--- config.mk ---
export PLATFORM = sky130hd
export DESIGN_NAME = aux_snap_capture
export DESIGN_NICKNAME = d
export VERILOG_FILES = /design/src/rtl/aux_snap_pkg.sv /design/src/rtl/aux_snap_edge.sv /design/src/rtl/aux_snap_chan.sv /design/src/rtl/aux_snap_regs.sv /design/src/rtl/aux_snap_capture.sv
export SDC_FILE = /design/constraint.sdc
export NUM_CORES = 1
export LEC_CHECK = 0
export BUFFER_PORTS_ARGS = -buffer_cell sky130_fd_sc_hd__buf_2
export CAP_MARGIN = 20
export CORE_MARGIN = 3
export CORE_UTILIZATION = 55
export CTS_BUF_LIST = sky130_fd_sc_hd__clkbuf_8
export CTS_CLUSTER_SIZE = 20
export DETAILED_ROUTE_END_ITERATION = 10
export GPL_ROUTABILITY_DRIVEN = 0
export PLACE_DENSITY = 0.78
export SYNTH_ARGS = -nofsm -noshare
export SYNTH_HDL_FRONTEND = slang
export SYNTH_SLANG_ARGS = --single-unit
export TNS_END_PERCENT = 100
--- constraint.sdc ---
create_clock -name clk_i -period 4.4 [get_ports clk_i]
set_input_delay 0.66 -clock clk_i [delete_from_list [all_inputs] [get_ports clk_i]]
set_output_delay 0.66 -clock clk_i [all_outputs]
set_load 0.03 [all_outputs]
--- src/rtl/aux_snap_pkg.sv ---
`timescale 1ns/1ps
package aux_snap_pkg;
  localparam int unsigned NUM_CH     = 2;
  localparam int unsigned EVT_BASE   = 2;                  // first flag bit
  localparam int unsigned PPS_BIT    = EVT_BASE + NUM_CH;  // pps flag bit
  localparam int unsigned EV_W       = NUM_CH + 1;
  localparam int unsigned ADDR_CTRL  = 0;
  localparam int unsigned ADDR_EVT   = 1;
  localparam int unsigned ADDR_SNAP0 = 2;                  // hi, lo pairs follow
endpackage

--- src/rtl/aux_snap_edge.sv ---
`timescale 1ns/1ps
module aux_snap_edge #(
  parameter int unsigned STAGES = 2
) (
  input  logic clk_i,
  input  logic rst_ni,
  input  logic async_i,
  output logic rise_o
);
  logic [STAGES:0] sh_q;

  always_ff @(posedge clk_i or negedge rst_ni) begin
    if (!rst_ni) sh_q <= '0;
    else         sh_q <= {sh_q[STAGES-1:0], async_i};
  end

  assign rise_o = sh_q[STAGES-1] & ~sh_q[STAGES];

  AST_RISE_PULSE: assert property (@(posedge clk_i) disable iff (!rst_ni)
    rise_o |=> !rise_o);
endmodule

--- src/rtl/aux_snap_chan.sv ---
`timescale 1ns/1ps
module aux_snap_chan #(
  parameter int unsigned TIME_W = 64
) (
  input  logic              clk_i,
  input  logic              rst_ni,
  input  logic              rise_i,
  input  logic              pend_i,
  input  logic              ack_i,
  input  logic [TIME_W-1:0] time_i,
  output logic              cap_o,
  output logic [TIME_W-1:0] snap_o
);
  // ack in the same cycle reopens the channel: capture wins
  assign cap_o = rise_i & (~pend_i | ack_i);

  always_ff @(posedge clk_i or negedge rst_ni) begin
    if (!rst_ni)    snap_o <= '0;
    else if (cap_o) snap_o <= time_i;
  end

  AST_SNAP_HOLD: assert property (@(posedge clk_i) disable iff (!rst_ni)
    (pend_i && !ack_i) |=> $stable(snap_o));
  AST_SNAP_LOAD: assert property (@(posedge clk_i) disable iff (!rst_ni)
    cap_o |=> (snap_o == $past(time_i)));
endmodule

--- src/rtl/aux_snap_regs.sv ---
`timescale 1ns/1ps
module aux_snap_regs
  import aux_snap_pkg::*;
#(
  parameter int unsigned REG_W  = 32,
  parameter int unsigned ADDR_W = 3,
  parameter int unsigned TIME_W = 64
) (
  input  logic                           clk_i,
  input  logic                           rst_ni,
  input  logic                           wr_i,
  input  logic [ADDR_W-1:0]              addr_i,
  input  logic [REG_W-1:0]               wdata_i,
  input  logic [NUM_CH-1:0]              cap_i,
  input  logic                           pps_i,
  input  logic [NUM_CH-1:0][TIME_W-1:0]  snap_i,
  output logic [NUM_CH-1:0]              pend_o,
  output logic [NUM_CH-1:0]              ack_o,
  output logic [REG_W-1:0]               rdata_o,
  output logic                           irq_o
);
  localparam int unsigned HI_W = TIME_W - REG_W;

  logic [EV_W-1:0] evt_q, ctrl_q, ack_v, set_v;
  logic            wr_ctrl, wr_evt;
  logic            unused_wbits;

  assign wr_ctrl = wr_i && (addr_i == ADDR_W'(ADDR_CTRL));
  assign wr_evt  = wr_i && (addr_i == ADDR_W'(ADDR_EVT));
  assign ack_v   = wr_evt ? wdata_i[PPS_BIT:EVT_BASE] : '0;
  assign set_v   = {pps_i, cap_i};
  assign unused_wbits = ^{wdata_i[REG_W-1:PPS_BIT+1], wdata_i[EVT_BASE-1:0]};

  always_ff @(posedge clk_i or negedge rst_ni) begin
    if (!rst_ni) begin
      evt_q  <= '0;
      ctrl_q <= '0;
    end else begin
      evt_q <= (evt_q & ~ack_v) | set_v;
      if (wr_ctrl) ctrl_q <= wdata_i[PPS_BIT:EVT_BASE];
    end
  end

  assign pend_o = evt_q[NUM_CH-1:0];
  assign ack_o  = ack_v[NUM_CH-1:0];
  assign irq_o  = |(evt_q & ctrl_q);

  always_comb begin
    rdata_o = '0;
    if (addr_i == ADDR_W'(ADDR_CTRL)) rdata_o[PPS_BIT:EVT_BASE] = ctrl_q;
    if (addr_i == ADDR_W'(ADDR_EVT))  rdata_o[PPS_BIT:EVT_BASE] = evt_q;
    for (int c = 0; c < NUM_CH; c++) begin
      if (addr_i == ADDR_W'(ADDR_SNAP0 + 2*c))
        rdata_o = REG_W'(snap_i[c][TIME_W-1:TIME_W-HI_W]);
      if (addr_i == ADDR_W'(ADDR_SNAP0 + 2*c + 1))
        rdata_o = snap_i[c][REG_W-1:0];
    end
  end

  AST_ACK_CLEARS: assert property (@(posedge clk_i) disable iff (!rst_ni)
    (ack_v != '0) |=> ((evt_q & $past(ack_v & ~set_v)) == '0));
  AST_SET_WINS: assert property (@(posedge clk_i) disable iff (!rst_ni)
    (set_v != '0) |=> ((evt_q & $past(set_v)) == $past(set_v)));
  AST_PPS_FLAG: assert property (@(posedge clk_i) disable iff (!rst_ni)
    pps_i |=> evt_q[EV_W-1]);
  AST_IRQ_QUIET: assert property (@(posedge clk_i) disable iff (!rst_ni)
    (evt_q == '0) |-> !irq_o);
  AST_CTRL_HOLD: assert property (@(posedge clk_i) disable iff (!rst_ni)
    !wr_ctrl |=> $stable(ctrl_q));
endmodule

--- src/rtl/aux_snap_capture.sv ---
`timescale 1ns/1ps
module aux_snap_capture
  import aux_snap_pkg::*;
#(
  parameter int unsigned TIME_W      = 64,
  parameter int unsigned REG_W       = 32,
  parameter int unsigned ADDR_W      = 3,
  parameter int unsigned SYNC_STAGES = 2
) (
  input  logic              clk_i,
  input  logic              rst_ni,
  input  logic [NUM_CH-1:0] trig_i,
  input  logic [TIME_W-1:0] time_i,
  input  logic              pps_i,
  input  logic              reg_wr_i,
  input  logic [ADDR_W-1:0] reg_addr_i,
  input  logic [REG_W-1:0]  reg_wdata_i,
  output logic [REG_W-1:0]  reg_rdata_o,
  output logic              irq_o
);
  logic [NUM_CH-1:0]             rise, pend, ack, cap;
  logic [NUM_CH-1:0][TIME_W-1:0] snap;

  for (genvar c = 0; c < NUM_CH; c++) begin : g_ch
    aux_snap_edge #(.STAGES(SYNC_STAGES)) u_edge (
      .clk_i   (clk_i),
      .rst_ni  (rst_ni),
      .async_i (trig_i[c]),
      .rise_o  (rise[c])
    );
    aux_snap_chan #(.TIME_W(TIME_W)) u_chan (
      .clk_i  (clk_i),
      .rst_ni (rst_ni),
      .rise_i (rise[c]),
      .pend_i (pend[c]),
      .ack_i  (ack[c]),
      .time_i (time_i),
      .cap_o  (cap[c]),
      .snap_o (snap[c])
    );
  end

  aux_snap_regs #(.REG_W(REG_W), .ADDR_W(ADDR_W), .TIME_W(TIME_W)) u_regs (
    .clk_i   (clk_i),
    .rst_ni  (rst_ni),
    .wr_i    (reg_wr_i),
    .addr_i  (reg_addr_i),
    .wdata_i (reg_wdata_i),
    .cap_i   (cap),
    .pps_i   (pps_i),
    .snap_i  (snap),
    .pend_o  (pend),
    .ack_o   (ack),
    .rdata_o (reg_rdata_o),
    .irq_o   (irq_o)
  );
endmodule

==> results of run 1 <==
worst max-delay path, stage by stage:
cell and delay [ps]:
buf_2 610, nand3b_1 790, nor2_1 310, a31oi_1 90
buf_2 200
cell families (layout without fill, tap and decap cells):
group	after synthesis	count (layout)	share of synthesized area, %
AO/OA/AOI/OAI	336	336	41.1
flip-flops	140	140	43.2
multiplexers	19	19	2.39
AND/OR/NAND/NOR	62	62	4.06
buffers and inverters	173	226	9.24
cell type report:
type                            count  area (µm²)  area share [%]
Tap cell                          180         225            2.51
Inverter                           67         251            2.80
Sequential cell                   140        3510            39.1
Timing Repair Buffer              127         727            8.10
Multi-Input combinational cell    417        3910            43.5
Clock buffer                       20         275            3.07
Clock inverter                     12        81.3           0.907
power groups by stage:
stage               Clock [W]  Sequential, W  Combinational, W
finish               0.000963        0.00194           0.00130
floorplan                   0        0.00187           0.00102
detailed placement          0        0.00194           0.00129
global route          0.00103        0.00197           0.00140
CTS                  0.000971        0.00193           0.00130
global placement            0        0.00191           0.00123
registers in the layout (all words and copies together) (netlist names):
register	flops
g_ch.u_edge.sh_q	6
g_ch.u_chan.snap_o	128
u_regs.ctrl_q	3
u_regs.evt_q	3
placed cells by master (no fill, tap or decap), drive strengths merged, types with 3 or more instances in the layout:
cell    netlist  routed
o22ai         5       5
clkbuf       66      20
o21ai        18      18
o211ai      128     128
a22oi         9       9
dfrtp       140     140
o41ai       128     128
clkinv        0       8
a31oi        15      15
mux2          3       3
nand3        18      18
mux2i        16      16
nand3b        3       3
a21oi        12      12
a221oi        9       9
inv          67      70
a211o         3       3
nor2         15      15
o21a          3       3
nand2        16      16
buf          40     127
per-stage QoR:
stage / hold WS, ps / power (W) / instance area [µm²] / cells / worst slack (ps)
2_1_floorplan: 331 / 0.00289 / 8110 / 730 / 1680
3_5_place_dp: 340 / 0.00323 / 8570 / 929 / 926
6_report: 317 / 0.00420 / 8970 / 963 / 1070
5_1_grt: 293 / 0.00441 / 8970 / 963 / 987
4_1_cts: 289 / 0.00419 / 8930 / 961 / 1150
3_3_place_gp: 338 / 0.00314 / 8570 / 929 / 1070
routing by layer:
layer  GRT usage [%]  up-vias  part of all wire (%)
met5            3.41        -                  0.28
met1            43.2     3542                    41
li1                -     2950                     -
met4            14.2        2                   3.0
met2            44.0      452                    46
met3            7.82       86                   9.6
cells in the mapped netlist, drive strengths merged (3+ instances only):
cell	count
nand3	18
nor2	15
a22oi	9
clkbuf	66
a211o	3
o21a	3
a21oi	12
nand2	16
inv	67
a221oi	9
buf	40
o41ai	128
nand3b	3
o22ai	5
dfrtp	140
o21ai	18
mux2i	16
mux2	3
o211ai	128
a31oi	15
worst max-delay path by stage:
stage | from | endpoint | cells after the start
3_3_place_gp | reg_addr_i[0] | g_ch[0].u_chan.snap_o[10] | 5
5_1_grt | reg_addr_i[0] | reg_rdata_o[0] | 5
2_1_floorplan | reg_addr_i[1] | reg_rdata_o[28] | 6
3_5_place_dp | reg_addr_i[0] | g_ch[1].u_chan.snap_o[56] | 5
4_1_cts | reg_addr_i[0] | reg_rdata_o[13] | 5
6_report | reg_addr_i[0] | reg_rdata_o[13] | 5
==> flow_metrics.py, run 1 <==
metrics = {
    "global_route": {
        "overflow": 0,
        "grt_max_degree": 109,
        "grt_pass1_wl_um": 39500,
        "antenna_found_initial": 0,
        "grt_util_all_layers_pct": 30.6,
        "grt_pass1_vias": 7261,
    },
    "yosys": {
        "ys_seq_area_share_pct": 43.2,
        "synthTopCellsByArea": "dfrtp_1 (43%), o41ai_2 (20%), o211ai_1 (12%)",
        "synth_area_um2": 8110,
        "synth_edf_count": 0,
        "avgSynthCellArea_um2": 11.1,
        "synthArstFlopShare_pct": 100,
        "synth_cell_types": 35,
        "yosys_warnings": 0,
        "yosysTopAreaCell": "dfrtp_1",
        "synth_flop_cell": "dfrtp_1",
        "netlist_instances": 730,
        "synth_top_area_share_pct": 43.2,
        "ys_seq_elements": 140,
        "syn_nets": 835,
    },
    "final_layout": {
        "num-fill-cells": 1123,
        "fin_util_pct": 63.4,
        "syn2layout_area_growth_pct": 10.6,
        "drive_gt1_share_pct": 34.5,
        "nNetsFinal": 875,
        "diodes": 0,
    },
    "floorplan": {
        "fp.dieW_um": 127,
        "core_area_um2": 14100,
        "placementRows": 43,
        "die_area_um2": 16200,
        "start_util_pct": 57.3,
        "ios": 138,
        "die_height_um": 127,
    },
    "clock_network": {
        "post_cts.repair.setup_buffers": 0,
        "ctsResizeCount": 0,
        "path_clk_slew_ps": 70,
        "cts_tree": "done",
        "cts_root_buf": "clkbuf_8",
        "worstSkewPairLatency_ps": 460,
        "htree_levels": 4,
        "numCtsBuffers": 17,
        "clock_sinks": 140,
        "clock_path_buffers": 2,
        "hold_buffers": 0,
    },
    "timing": {
        "max_freq_ghz": 0.300,
        "hold_viol": 0,
        "min_period_ps": 3330,
        "finalCritPeriodShare_pct": 75.8,
        "clock_skew_ps": 8.67,
        "tightest_slew_ps": 1090,
        "rsz0062_at_grt": "no",
        "setup_viol": 0,
        "drv_slew": 0,
        "finalSetupTns_ps": 0,
        "relSlewSlack_pct": 27.2,
    },
    "route": {
        "routed_wl_um": 24800,
        "wire_per_inst_um": 25.7,
        "vias": 7032,
        "drt_iter0_markers": 943,
        "first_pass_iters": 5,
        "avgViaCountPerCell": 7.30,
        "route.detailed.drc": 0,
        "ant_nets": 0,
    },
    "hold_path": {
        "min_path_cells": 1,
        "min_from": "trig_i[1]",
        "hold_path_class": "in2reg",
        "holdPathEnd": "g_ch[1].u_edge.sh_q[0]",
    },
    "power_and_ir_drop": {
        "power_density_nw_per_um2": 469,
        "p_sw_w": 0.00143,
        "power_leakage_nw": 3.92,
        "ir_worst_vdd_uv": 250,
        "p_int_w": 0.00277,
        "power_frac_seq_pct": 46.1,
        "netSwitchingFraction_pct": 34.1,
        "pwr-share-clk_pct": 22.9,
        "combPwrFrac_pct": 31.0,
    },
    "place": {
        "place_hpwl_um": 14200,
        "port_buffers": 108,
    },
    "run": {
        "drv_cap": 0,
    },
    "setup_path": {
        "timing.rr.start": "g_ch[0].u_edge.sh_q[2]",
        "crit_required_ps": 3740,
        "setup.worst_path.end_class": "primary output",
        "worstReg2RegEnd": "g_ch[0].u_chan.snap_o[21]",
        "cp.arrival_ps": 2670,
        "rrSetupSlack_ps": 2080,
        "start_kind": "input port",
        "r2r_cells": 4,
        "worstSetupPathType": "in2out",
        "cp_max_fo": 33,
    },
    "outcome": {
        "status": "finished, final reports clean",
    },
}
(Power assumes the default switching activity.)
==> run 2: changes to the inputs <==
==> constraint.sdc (replaced) <==
create_clock -name clk_i -period 3.1 [get_ports clk_i]
set_input_delay 0.465 -clock clk_i [delete_from_list [all_inputs] [get_ports clk_i]]
set_output_delay 0.465 -clock clk_i [all_outputs]
set_load 0.03 [all_outputs]
==> run 2 against run 1 <==
Effect of this change: power rose by 48%; critical path depth is 1 higher; die area unchanged; register-to-register slack worse by 910 ps; core utilization rose by 1.0 points; largest cell class unchanged.
==> flow_metrics.py, run 2 (synthesis results as in run 1) <==
metrics = {
    "floorplan": {
        "placementRows": 43,
        "core_area_um2": 14100,
        "fp.dieW_um": 127,
        "start_util_pct": 57.3,
        "die_height_um": 127,
        "ios": 138,
        "die_area_um2": 16200,
    },
    "global_route": {
        "antenna_found_initial": 0,
        "overflow": 0,
        "grt_max_degree": 129,
        "grt_pass1_wl_um": 40300,
        "grt_pass1_vias": 7482,
        "grt_util_all_layers_pct": 31.3,
    },
    "route": {
        "avgViaCountPerCell": 7.25,
        "ant_nets": 0,
        "drt_iter0_markers": 973,
        "routed_wl_um": 25100,
        "route.detailed.drc": 0,
        "wire_per_inst_um": 25.9,
        "first_pass_iters": 5,
        "vias": 7014,
    },
    "setup_path": {
        "cpMaxStageDelayCell": "buf_2",
        "cp.arrival_ps": 2070,
        "critPathMaxStageDelay_ps": 340,
        "setup.worst_path.end_class": "primary output",
        "worstReg2RegEnd": "g_ch[0].u_chan.snap_o[0]",
        "crit_required_ps": 2630,
        "start_kind": "input port",
        "worstSetupPathType": "in2out",
        "rrSetupSlack_ps": 1170,
        "r2r_cells": 4,
        "cp_top_family": "buffers and inverters",
        "crit_chain": "buf_2 -> nor2b_2 -> buf_4 -> o21ai_0 -> a31oi_1 -> buf_2",
        "timing.rr.start": "u_regs.evt_q[0]",
        "cp_common_cell": "buf_2",
        "cp_max_fo": 26,
        "critPathBufInv": 3,
    },
    "timing": {
        "drv_slew": 0,
        "finalCritPeriodShare_pct": 81.8,
        "min_period_ps": 2540,
        "worst_slack_ps": 563,
        "rsz0062_at_grt": "no",
        "relSlewSlack_pct": 26.2,
        "setup_viol": 0,
        "tightest_slew_ps": 1110,
        "clock_skew_ps": 9.14,
        "hold_viol": 0,
        "max_freq_ghz": 0.394,
        "finalSetupTns_ps": 0,
    },
    "power_and_ir_drop": {
        "ir_worst_vdd_uv": 360,
        "power_density_nw_per_um2": 683,
        "power_leakage_nw": 3.98,
    },
    "clock_network": {
        "numCtsBuffers": 17,
        "path_clk_slew_ps": 70,
        "worstSkewPairLatency_ps": 450,
        "htree_levels": 4,
        "cts_root_buf": "clkbuf_8",
        "clock_sinks": 140,
        "post_cts.repair.setup_buffers": 0,
        "ctsResizeCount": 0,
        "clock_path_buffers": 2,
        "hold_buffers": 0,
        "cts_tree": "done",
    },
    "final_layout": {
        "largest_reg_flops": 128,
        "final_common_cell": "dfrtp_1",
        "instances_no_fill": 968,
        "top_regs": "g_ch.u_chan.snap_o (128), g_ch.u_edge.sh_q (6)",
        "final_cell_mix": "dfrtp_1 (138), o211ai_1 (128), buf_2 (107), o41ai_2 (98), inv_1 (69)",
        "diodes": 0,
        "fin_util_pct": 64.4,
        "nNetsFinal": 880,
        "syn2layout_area_growth_pct": 12.3,
        "regMostFlops": "g_ch.u_chan.snap_o",
        "drive_gt1_share_pct": 34.8,
        "num-fill-cells": 1082,
    },
    "place": {
        "place_hpwl_um": 14800,
        "port_buffers": 108,
        "dp_cells": 936,
        "place_ws_ps": 616,
    },
    "outcome": {
        "status": "finished, final reports clean",
    },
    "hold_path": {
        "hold_path_class": "in2async",
    },
    "run": {
        "drv_cap": 0,
    },
}
-- run 2: cell type report --
type / instances / area, µm² / area share, %
clock buffer: 22 / 303 / 3.32
timing repair buffer: 132 / 802 / 8.80
sequential: 140 / 3510 / 38.5
tap: 180 / 225 / 2.47
clock inverter: 10 / 123 / 1.35
inverter: 67 / 251 / 2.76
multi-input combinational: 417 / 3900 / 42.8
-- run 2: worst reg2reg max path, delay by kind of cell (launching register included) --
kind	cells	cell delay (ps)
compound gates	2	300
buf+inv	1	300
flops	1	430
simple gates	1	730
-- run 2: power by group --
group	switching (W)	total [W]	internal, W
registers	0.000355	0.00276	0.00240
clock network	0.000697	0.00159	0.000890
logic	0.00102	0.00188	0.000863
total	0.00207	0.00622	0.00415
-- run 2: layer usage --
layer | vias to the layer above | global-route usage [%] | share of wire, %
met5 | - | 0 | 0
met4 | 0 | 14.4 | 3.0
met3 | 70 | 6.69 | 9.3
met2 | 429 | 47.2 | 47
met1 | 3543 | 43.5 | 41
li1 | 2972 | - | -
-- run 2: stage by stage --
stage | hold WS, ps | total power, W | instance area (µm²)
floorplan | 169 | 0.00410 | 8110
global placement | 334 | 0.00448 | 8690
detailed placement | 337 | 0.00464 | 8690
CTS | 91.8 | 0.00621 | 9110
global route | 86.2 | 0.00651 | 9110
finish | 95.1 | 0.00622 | 9110
-- run 2: worst max path at each step --
stage | startpoint | endpoint | slack [ps] | depth (start not counted)
final | reg_addr_i[2] | reg_rdata_o[23] | 560 | 6
after global routing | reg_addr_i[2] | reg_rdata_o[10] | 520 | 6
after CTS | reg_addr_i[2] | reg_rdata_o[31] | 610 | 6
after detailed placement | reg_addr_i[2] | reg_rdata_o[31] | 620 | 6
after global placement | reg_addr_i[2] | reg_rdata_o[31] | 630 | 6
after floorplan | reg_addr_i[1] | reg_rdata_o[28] | 770 | 6
==> run 3: changes to the inputs <==
--- a/config.mk
+++ b/config.mk
@@ -5,15 +5,16 @@
 export SDC_FILE = /design/constraint.sdc
 export NUM_CORES = 1
 export LEC_CHECK = 0
+export ABC_AREA = 1
 export BUFFER_PORTS_ARGS = -buffer_cell sky130_fd_sc_hd__buf_2
 export CAP_MARGIN = 20
 export CORE_MARGIN = 3
-export CORE_UTILIZATION = 55
+export CORE_UTILIZATION = 51
 export CTS_BUF_LIST = sky130_fd_sc_hd__clkbuf_8
 export CTS_CLUSTER_SIZE = 20
 export DETAILED_ROUTE_END_ITERATION = 10
 export GPL_ROUTABILITY_DRIVEN = 0
-export PLACE_DENSITY = 0.78
+export PLACE_DENSITY = 0.79
 export SYNTH_ARGS = -nofsm -noshare
 export SYNTH_HDL_FRONTEND = slang
 export SYNTH_SLANG_ARGS = --single-unit
==> constraint.sdc (replaced) <==
create_clock -name clk_i -period 2.1 [get_ports clk_i]
set_input_delay 0.315 -clock clk_i [delete_from_list [all_inputs] [get_ports clk_i]]
set_output_delay 0.315 -clock clk_i [all_outputs]
set_load 0.03 [all_outputs]
==> run 3 against run 2 <==
Effect of this change: design area down 18%; non-clock buffer count up 3; worst hold slack worse by 69 ps; sequential power up 42%; combinational power down 16%; highest routed layer is now met5; critical endpoint unchanged.
==> flow_metrics.py, run 3 <==
metrics = {
    "setup_path": {
        "setup.worst_path.end_class": "primary output",
        "worstSetupPathType": "in2out",
        "crit_required_ps": 1780,
        "start_kind": "input port",
        "cp.arrival_ps": 1540,
        "cp_max_fo": 13,
    },
    "place": {
        "place_hpwl_um": 10200,
        "place_ws_ps": 269,
        "port_buffers": 108,
    },
    "final_layout": {
        "top_regs": "g_ch.u_chan.snap_o (128), g_ch.u_edge.sh_q (6)",
        "syn2layout_area_growth_pct": 18.3,
        "fin_util_pct": 63.4,
        "nNetsFinal": 996,
        "final_common_cell": "nand2_1",
        "largest_reg_flops": 128,
        "drive_gt1_share_pct": 19.2,
        "regMostFlops": "g_ch.u_chan.snap_o",
        "final_cell_mix": "nand2_1 (391), dfrtp_1 (140), nand3_1 (137), buf_2 (107), nand4_1 (35)",
        "diodes": 0,
    },
    "clock_network": {
        "cts_tree": "done",
        "hold_buffers": 3,
        "post_cts.repair.setup_buffers": 0,
        "clock_path_buffers": 2,
        "path_clk_slew_ps": 70,
        "htree_levels": 4,
        "worstSkewPairLatency_ps": 460,
        "numCtsBuffers": 17,
        "ctsResizeCount": 0,
        "clock_sinks": 140,
        "cts_root_buf": "clkbuf_8",
    },
    "route": {
        "wire_per_inst_um": 15.4,
        "drt_iter0_markers": 466,
        "first_pass_iters": 5,
        "vias": 5722,
        "ant_nets": 0,
        "routed_wl_um": 16400,
        "route.detailed.drc": 0,
        "avgViaCountPerCell": 5.36,
    },
    "timing": {
        "setup_viol": 0,
        "finalSetupTns_ps": 0,
        "finalCritPeriodShare_pct": 88.3,
        "hold_viol": 0,
        "drv_slew": 0,
        "max_freq_ghz": 0.539,
        "relSlewSlack_pct": 49.9,
        "min_period_ps": 1850,
        "tightest_slew_ps": 752,
        "clock_skew_ps": 8.27,
        "worst_slack_ps": 246,
        "rsz0062_at_grt": "no",
    },
    "global_route": {
        "overflow": 0,
        "grt_util_all_layers_pct": 25.4,
        "grt_pass1_vias": 5501,
        "grt_pass1_wl_um": 26700,
        "antenna_found_initial": 1,
        "grt_max_degree": 65,
    },
    "power_and_ir_drop": {
        "power_density_nw_per_um2": 990,
        "power_leakage_nw": 4.01,
        "ir_worst_vdd_uv": 626,
    },
    "yosys": {
        "yosysTopAreaCell": "dfrtp_1",
        "ys_seq_elements": 140,
        "synthArstFlopShare_pct": 100,
        "synthTopCellsByArea": "dfrtp_1 (56%), nand2_1 (24%), nand3_1 (11%)",
        "yosys_warnings": 0,
        "avgSynthCellArea_um2": 7.98,
        "ys_seq_area_share_pct": 55.6,
        "synth_top_area_share_pct": 55.6,
        "netlist_instances": 790,
        "synth_flop_cell": "dfrtp_1",
        "synth_cell_types": 16,
        "synth_area_um2": 6300,
        "yosysMostFrequentCell": "nand2_1",
        "synth_edf_count": 0,
        "ys_top_cells_by_count": "nand2_1 (395), dfrtp_1 (140), nand3_1 (137)",
        "syn_nets": 895,
    },
    "floorplan": {
        "die_area_um2": 13700,
        "start_util_pct": 53.6,
        "die_height_um": 117,
        "ios": 138,
        "placementRows": 39,
        "core_area_um2": 11800,
        "fp.dieW_um": 117,
    },
    "run": {
        "drv_cap": 0,
    },
    "hold_path": {
        "hold_path_class": "in2reg",
    },
    "outcome": {
        "status": "finished, final reports clean",
    },
}
-- run 3: power by group --
part / switching (W) / internal, W
registers: 0.000422 / 0.00349
logic: 0.00102 / 0.000558
clock network: 0.000982 / 0.000909
total: 0.00242 / 0.00496
-- run 3: path summary, 6_finish.rpt --
check / from / end / slack (ps) / cells past startpoint
min in group asynchronous: rst_ni / u_regs.evt_q[2] / 390 / 2
max: reg_addr_i[2] / reg_rdata_o[23] / 250 / 8
min reg2reg: g_ch[0].u_edge.sh_q[0] / g_ch[0].u_edge.sh_q[1] / 360 / 0
min: pps_i / u_regs.evt_q[2] / 30 / 2
max reg2reg: g_ch[0].u_edge.sh_q[2] / g_ch[0].u_chan.snap_o[23] / 600 / 4
max in group asynchronous: rst_ni / g_ch[1].u_chan.snap_o[28] / 1070 / 3
-- run 3: critical path, cell delays in order --
cell and delay (ps):
buf_2 120, inv_2 120, nand3_1 200, inv_2 140, buf_4 240, nand2_1 70, nand4_1 120, buf_2 210
-- run 3: through the flow --
| stage | total power (W) | area, µm² | instances | hold slack [ps] |
|---|---|---|---|---|
| 6_report | 0.00738 | 7460 | 1067 | 26.1 |
| 5_1_grt | 0.00787 | 7460 | 1067 | 28.5 |
| 4_1_cts | 0.00743 | 7460 | 1067 | 10.7 |
| 3_5_place_dp | 0.00554 | 7090 | 1033 | 330 |
| 3_3_place_gp | 0.00545 | 7090 | 1033 | 336 |
| 2_1_floorplan | 0.00496 | 6300 | 790 | 19.4 |
-- run 3: area by class of cell --
| cell class | count | area (µm²) |
|---|---|---|
| Sequential cell | 140 | 3500 |
| Clock buffer | 21 | 289 |
| Timing Repair Buffer | 135 | 832 |
| Inverter | 11 | 41.3 |
| Clock inverter | 10 | 51.3 |
| Fill cell | 1084 | 4300 |
| Tap cell | 164 | 205 |
| Multi-Input combinational cell | 586 | 2530 |
-- run 3: routing by layer --
layer  GRT usage (%)  routed length, µm  vias to the layer above
li1                -                  -                     2755
met1            33.6               7130                     2736
met2            41.4               7980                      204
met3            5.55               1110                       25
met4            8.94                221                        2
met5               0                  7                        -
-- run 3: logic make-up (layout without fill, tap and decap cells) --
kind of cell           count (synthesis)  after routing  synth area share (%)
flip-flops                           140            140                  55.6
AO/OA/AOI/OAI                          6              6                 0.516
buffers and inverters                 64            177                  4.96
AND/OR/NAND/NOR                      580            580                  39.0
